$ cat config.mk
export PLATFORM = sky130hd
export DESIGN_NAME = useq_sequencer
export DESIGN_NICKNAME = d
export VERILOG_FILES = /design/src/rtl/useq_pkg.sv /design/src/rtl/useq_field_decode.sv /design/src/rtl/useq_dispatch_ext.sv /design/src/rtl/useq_incr.sv /design/src/rtl/useq_sequencer.sv
export SDC_FILE = /design/constraint.sdc
export NUM_CORES = 1
export LEC_CHECK = 0
export ABC_CLOCK_PERIOD_IN_PS = 2850
export BUFFER_PORTS_ARGS = -buffer_cell sky130_fd_sc_hd__buf_4
export CAP_MARGIN = 20
export CORE_MARGIN = 2
export CORE_UTILIZATION = 35
export DETAILED_ROUTE_END_ITERATION = 6
export MAX_ROUTING_LAYER = met4
export PLACE_DENSITY = 0.58
export SYNTH_ARGS = -nofsm -noshare
export SYNTH_HDL_FRONTEND = slang
export SYNTH_HIERARCHICAL = 1
export SYNTH_SLANG_ARGS = --single-unit
$ cat constraint.sdc
create_clock -name clk -period 2.85 [get_ports clk]
set_clock_uncertainty 0.15 [all_clocks]
set_input_delay 0.57 -clock clk [delete_from_list [all_inputs] [get_ports clk]]
set_output_delay 0.57 -clock clk [all_outputs]
set_load 0.05 [all_outputs]
$ cat src/rtl/useq_pkg.sv
package useq_pkg;

    // Bit positions inside the microword; the sequencer decodes these.
    localparam int unsigned SRC_BIT  = 0;  // 0: jump field, 1: opcode
    localparam int unsigned LOAD_BIT = 1;  // 1: load target, 0: step
    localparam int unsigned JMP_LSB  = 2;  // low bit of the jump field

    typedef enum logic [1:0] {
        NXT_STEP   = 2'd0,
        NXT_FIELD  = 2'd1,
        NXT_OPCODE = 2'd2,
        NXT_HOLD   = 2'd3
    } nxt_sel_e;

endpackage

$ cat src/rtl/useq_field_decode.sv
module useq_field_decode
    import useq_pkg::*;
#(
    parameter int unsigned UW_W = 20,
    parameter int unsigned AW   = 9
) (
    input  logic            hold,
    input  logic [UW_W-1:0] uword,
    output nxt_sel_e        sel,
    output logic [AW-1:0]   field_addr
);

    localparam int unsigned FIELD_MSB = JMP_LSB + AW - 1;

    always_comb begin
        if (hold) begin
            sel = NXT_HOLD;
        end else if (!uword[LOAD_BIT]) begin
            sel = NXT_STEP;
        end else if (uword[SRC_BIT]) begin
            sel = NXT_OPCODE;
        end else begin
            sel = NXT_FIELD;
        end
    end

    assign field_addr = uword[FIELD_MSB:JMP_LSB];

endmodule

$ cat src/rtl/useq_dispatch_ext.sv
module useq_dispatch_ext #(
    parameter int unsigned IR_W = 8,
    parameter int unsigned AW   = 9
) (
    input  logic [IR_W-1:0] opcode,
    output logic [AW-1:0]   disp_addr
);

    generate
        if (IR_W < AW) begin : g_widen
            localparam int unsigned PAD = AW - IR_W;
            assign disp_addr = {{PAD{1'b0}}, opcode};
        end else begin : g_trim
            assign disp_addr = opcode[AW-1:0];
        end
    endgenerate

endmodule

$ cat src/rtl/useq_incr.sv
module useq_incr #(
    parameter int unsigned AW = 9
) (
    input  logic [AW-1:0] cur,
    output logic [AW-1:0] nxt
);

    localparam logic [AW-1:0] ONE = AW'(1);

    assign nxt = cur + ONE;

endmodule

$ cat src/rtl/useq_sequencer.sv
module useq_sequencer
    import useq_pkg::*;
#(
    parameter int unsigned UW_W = 20,
    parameter int unsigned IR_W = 8,
    parameter int unsigned AW   = 9
) (
    input  logic            clk,
    input  logic            rst,
    input  logic            hold,
    input  logic [UW_W-1:0] uword,
    input  logic [IR_W-1:0] opcode,
    output logic [AW-1:0]   uaddr
);

    typedef struct packed {
        logic [AW-1:0] upc;
    } seq_state_t;

    seq_state_t state_d, state_q;

    nxt_sel_e      sel;
    logic [AW-1:0] field_addr;
    logic [AW-1:0] disp_addr;
    logic [AW-1:0] step_addr;

    useq_field_decode #(.UW_W(UW_W), .AW(AW)) u_decode (
        .hold       (hold),
        .uword      (uword),
        .sel        (sel),
        .field_addr (field_addr)
    );

    useq_dispatch_ext #(.IR_W(IR_W), .AW(AW)) u_dispatch (
        .opcode    (opcode),
        .disp_addr (disp_addr)
    );

    useq_incr #(.AW(AW)) u_incr (
        .cur (state_q.upc),
        .nxt (step_addr)
    );

    always_comb begin
        state_d = state_q;
        unique case (sel)
            NXT_STEP:   state_d.upc = step_addr;
            NXT_FIELD:  state_d.upc = field_addr;
            NXT_OPCODE: state_d.upc = disp_addr;
            NXT_HOLD:   state_d.upc = state_q.upc;
            default:    state_d.upc = state_q.upc;
        endcase
        if (rst) begin
            state_d.upc = '0;
        end
    end

    always_ff @(posedge clk) begin
        state_q <= state_d;
    end

    assign uaddr = state_q.upc;


    reset_to_zero_chk: assert property (@(posedge clk) disable iff (rst)
        $fell(rst) |-> (uaddr == '0));


    hold_freeze_chk: assert property (@(posedge clk) disable iff (rst)
        ($past(hold) && !$past(rst)) |-> $stable(uaddr));


    step_plus_one_chk: assert property (@(posedge clk) disable iff (rst)
        (!$past(rst) && !$past(hold) && !$past(uword[LOAD_BIT]))
        |-> (uaddr == AW'($past(uaddr) + 1'b1)));


    field_jump_chk: assert property (@(posedge clk) disable iff (rst)
        (!$past(rst) && !$past(hold) && $past(uword[LOAD_BIT]) && !$past(uword[SRC_BIT]))
        |-> (uaddr == $past(uword[JMP_LSB +: AW])));


    opcode_dispatch_chk: assert property (@(posedge clk) disable iff (rst)
        (!$past(rst) && !$past(hold) && $past(uword[LOAD_BIT]) && $past(uword[SRC_BIT]))
        |-> (uaddr == AW'($past(opcode))));

endmodule

# --- After elaboration in Yosys (flattened, before gate mapping) ---
# Cells that the tools add are included.
word_totals:
  in_bits: 31
  ff_bits: 9
  word_cells: 10
op_classes:
  n_addsub: 1
  eq_ne: 3
  n_reduce_logical: 1
  n_mux: 4
ops:
  columns: ["cell", "count"]
  rows:
  - ["case mux 9 bit (3 select lines)", 1]
  - ["adder 9 x 1 -> 9 bit, second input constant", 1]
  - ["two-way mux 2 bit", 3]
  - ["equality test 2 bit, second input constant", 2]
  - ["equality test 2 x 1 -> 1 bit, second input constant", 1]
  - ["zero test 2 bit", 1]

# --- Depth between registers and ports, before layout ---
logic_depth:
  word_depth: 5
  mapped_depth: 9

# --- Modules after synthesis ---
# The synthesis kept the hierarchy.
modules_own_cells:
  columns: ["module", "area_per_inst_um2", "instances", "seq_area_each_um2", "cells_each"]
  rows:
  - ["useq_sequencer", 593.1, 1, 180.2, 66]
  - ["useq_incr", 132.6, 1, 0.0, 19]
  - ["useq_field_decode", 87.6, 1, 0.0, 12]
  - ["useq_dispatch_ext", 71.3, 1, 0.0, 10]

# --- Least setup slack after synthesis ---
# Ideal clock, no wire load.
synth_path:
  kind: "reg-to-reg"
  startpoint: "register state_q, in the netlist uaddr[0]"
  endpoint: "register state_q, in the netlist uaddr[8]"
  arrival_ns: 1.906
  slack_ns: 0.723
  required_time_ns: 2.629
  period_less_slack_ns: 2.127
  setup_ns: 0.071
  path_stages_with_launch: 8
  cell_sequence: "dfxtp_1 > ha_1 > and4_1 > nand4_1 > xnor2_1 > inv_1 > a211o_2 > a21oi_1"
synth_between:
  elab_chain_cells: 2
synth_rtl:
  columns: ["element", "line", "text"]
  rows:
  - ["start, declared", "useq_sequencer.sv:20", "seq_state_t state_d, state_q;"]
  - ["start signal, assigned", "useq_sequencer.sv:59", "state_q <= state_d;"]
  - ["adder 9 x 1 -> 9 bit", "useq_incr.sv:10", "assign nxt = cur + ONE;"]
  - ["net step_addr[8]", "useq_sequencer.sv:25", "logic [AW-1:0] step_addr;"]
  - ["case mux 9 bit (3 select lines)", "useq_sequencer.sv:46", "unique case (sel)"]
# The timed path passes the listed nets, and every way through them passes these cells.
# A chain may end at the register's enable or synchronous reset.

# --- Worst setup path in the final report ---
layout_path:
  startpoint: "input uword[0]"
  endpoint: "register state_q, in the netlist uaddr[4]"
layout_between:
  elab_chain_cells: 5
layout_rtl:
  columns: ["element", "line", "text"]
  rows:
  - ["start, declared", "useq_sequencer.sv:11", "input logic [UW_W-1:0] uword,"]
  - ["two-way mux 2 bit (*)", "useq_field_decode.sv:20", "end else if (uword[SRC_BIT]) begin"]
  - ["two-way mux 2 bit (*)", "useq_field_decode.sv:18", "end else if (!uword[LOAD_BIT]) begin"]
  - ["two-way mux 2 bit (*)", "useq_field_decode.sv:16", "if (hold) begin"]
  - ["net sel[0]", "useq_sequencer.sv:22", "nxt_sel_e sel;"]
  - ["equality test 2 bit, or another cell as far along", "useq_sequencer.sv:46", null]
  - ["case mux 9 bit (3 select lines)", "useq_sequencer.sv:46", null]
# Mark *: on every way through the listed nets, which the timed path passes. The rest lies on a longest branch.

==> run summary <==
Clk network pwr share - 22.4%
area leader, netlist - dfxtp_1
Synth area leaders - dfxtp_1 20%, buf_4 16%, a221oi_1 6.9%
Max Cap Viol - 0
FF-to-FF path depth - 7
area delta synth->final - 9.48%
Syn Nets - 142
Synth Cell Area - 885 µm²
vias per cell - 4.90
f_max - 479 MHz
Post-CTS Resized - 0
Slew Limit Fails - 0
Post-CTS Setup Inserts - 0
DRT Wirelength - 1670 µm
layout cell share with drive strength beyond 1 - 37.9%
CP max-delay cell - ha_1
WHS Endpoint - uaddr[8]
Largest register FFs - 9
fin nets - 152
Final Total Pwr - 0.443 mW
htree depth - 1
initial antenna violation count - 0
hold crit path type - flop to flop
Netlist cell types - 27
Yosys Warn Count - 6
global placer's final weighted congestion - 0.797
largest net degree at the start of global routing - 20
# IOs - 40
gr usage total - 12.5%
RSZ-0062 raised after global routing - no
placed cells - 142
Die Y - 54.3 µm
crit path from - uword[0]
Antenna Cells - 0
switch share - 38.3%
Crit path required time - 2.90 ns
worst setup path class - input port to flop
CP dominant cell by count - inv_1
clock sink count - 9
Min-Delay Path Depth - 2
Tmin final - 2.09 ns
critical path's top delay family - compound AO/OA/AOI/OAI gates
routed vias - 715
Pre-antenna DRT Iters - 4
mean area per synthesized cell - 8.27 µm²
Die Wd - 54.3 µm
full die area - 2950 µm²
first-pass GRT wire length - 2570 µm
status - finished, final reports clean
RR Startpoint - uaddr[0]
setup_tns - 0 ns
P_sw - 0.170 mW
crit path buf inv count - 3
Wirelength per Cell - 11.4 µm
Fin. Hold Viols - 0
clk_lat worst skew - 0.26 ns
Critical Path Fanout Max - 18
# setup viols final - 0
clk buf depth - 2
R2R Setup Slk - 1.00 ns
pwr dens - 457 nW/µm²
Critical R2R Capture - uaddr[8]
Tightest Pin Transition - 0.689 ns
Cell Chain, Critical Path - buf_4 -> inv_1 -> a21o_1 -> inv_1 -> ha_1 -> a221oi_1 -> a211o_2 -> a21oi_1
register clock-pin slew on the reported worst setup and hold paths - 0.06 ns
final cell count without fillers - 146
sequential share of power - 36.0%
Worst setup EP type - flop
final antenna-violating net count - 0
number of global-route vias before repair - 643
post-layout util - 39.8%
Worst Setup Start Kind - input port
drt drc - 0
post-DP HPWL - 1260 µm
relative slew slack - 54.1%
combinational share of power - 41.7%
effective utilization at floorplan - 36.4%
port bufs - 30
max incr delay on CP - 0.63 ns
Root Buffer Master - clkbuf_4
worst hold path startpoint - uaddr[8]
cts bufs inserted - 3
Lkg Pwr - 0.441 nW
Iter 0 DRT Violations - 10
post-synthesis sequential area ratio - 20.4%
top-area cell type share of the netlist area - 20.4%
synthesized instance count - 107
core area - 2430 µm²
Overflow after GRT - 0
CP Data Arrival Time - 2.13 ns
CTS tree - yes
Std-Cell Rows - 18
Internal Power - 0.273 mW
Tcrit/Tclk final - 73.2%
Peak VDD IR - 0.000242 V
Yosys reg bits - 9
# hold bufs at CTS - 0
power by group through the flow:
| stage | Combinational [mW] | Sequential, mW | Clock, mW |
|---|---|---|---|
| global placement | 0.185 | 0.162 | 0 |
| floorplan | 0.115 | 0.205 | 0 |
| detailed placement | 0.186 | 0.162 | 0 |
| global route | 0.200 | 0.162 | 0.109 |
| CTS | 0.187 | 0.160 | 0.103 |
| finish | 0.184 | 0.159 | 0.0989 |
Yosys cell counts:
cell type,n
buf_4,19
inv_1,13
nand2_1,11
dfxtp_1,9
a21oi_1,8
a221oi_1,7
a211o_2,6
ha_1,4
xnor2_1,4
a211o_1,3
buf_6,3
nand3_1,3
xor2_1,3
a2111oi_2,1
a21o_1,1
a21o_2,1
a21oi_2,1
a221oi_2,1
and4_1,1
buf_1,1
buf_12,1
buf_2,1
conb_1,1
nand4_1,1
nor2_1,1
nor3_2,1
nor3b_1,1
per-layer routing:
| metal | global-route usage, % | part of all wire, % | vias up |
|---|---|---|---|
| met5 | - | 0 | - |
| met4 | 5.00 | 1.0 | 0 |
| met3 | 2.73 | 5.8 | 4 |
| met2 | 23.1 | 51 | 16 |
| met1 | 12.8 | 42 | 325 |
| li1 | - | - | 370 |
metrics by stage:
stage / cell area [µm²] / hold WS (ns) / setup WS [ns]
floorplan: 885 / 0.541 / 0.723
global placement: 942 / 0.332 / 0.489
detailed placement: 942 / 0.354 / 0.463
CTS: 968 / 0.364 / 0.735
global route: 968 / 0.385 / 0.615
finish: 968 / 0.357 / 0.763
cells in the final DEF, fill, tap and decap left out:
cell type	Yosys	layout
a2111oi_2	1	1
a211o_1	3	3
a211o_2	6	6
a21o_1	1	1
a21o_2	1	1
a21oi_1	8	8
a21oi_2	1	1
a221oi_1	7	7
a221oi_2	1	1
and4_1	1	1
buf_4	19	30
clkbuf_1	0	1
clkbuf_4	0	3
conb_1	1	1
dfxtp_1	9	9
ha_1	4	4
inv_1	13	13
nand2_1	11	11
nand3_1	3	3
nand4_1	1	1
nor2_1	1	1
nor3_2	1	1
nor3b_1	1	1
xnor2_1	4	4
xor2_1	3	3
kinds of logic after synthesis:
group / Yosys count / share of synthesized area [%]
compound gates: 29 / 27.4
fa+ha+maj: 4 / 5.66
flops: 9 / 20.4
other cells: 1 / 0.424
simple gates: 19 / 10.5
buf+inv: 38 / 28.7
xor+xnor: 7 / 6.93
worst reg2reg max path, stage by stage (launching register included):
cell	delay, ns
dfxtp_1	0.42
ha_1	0.24
and4_1	0.22
nand4_1	0.12
xnor2_1	0.15
inv_1	0.05
a211o_2	0.32
a21oi_1	0.12
area by class of cell:
cell class | count | area, µm²
Clock buffer | 4 | 26.3
Fill cell | 258 | 1460
Inverter | 13 | 48.8
Multi-Input combinational cell | 60 | 450
Sequential cell | 9 | 180
Tap cell | 30 | 37.5
Timing Repair Buffer | 30 | 225
worst max-delay path by stage:
stage               end  slack, ns  depth (start not counted)
2_1_floorplan  uaddr[8]       0.72                          7
3_3_place_gp   uaddr[4]       0.49                          8
3_5_place_dp   uaddr[4]       0.46                          8
4_1_cts        uaddr[4]       0.73                          8
5_1_grt        uaddr[4]       0.61                          8
6_report       uaddr[4]       0.76                          8
No activity file was read; power rests on OpenSTA's default activity.
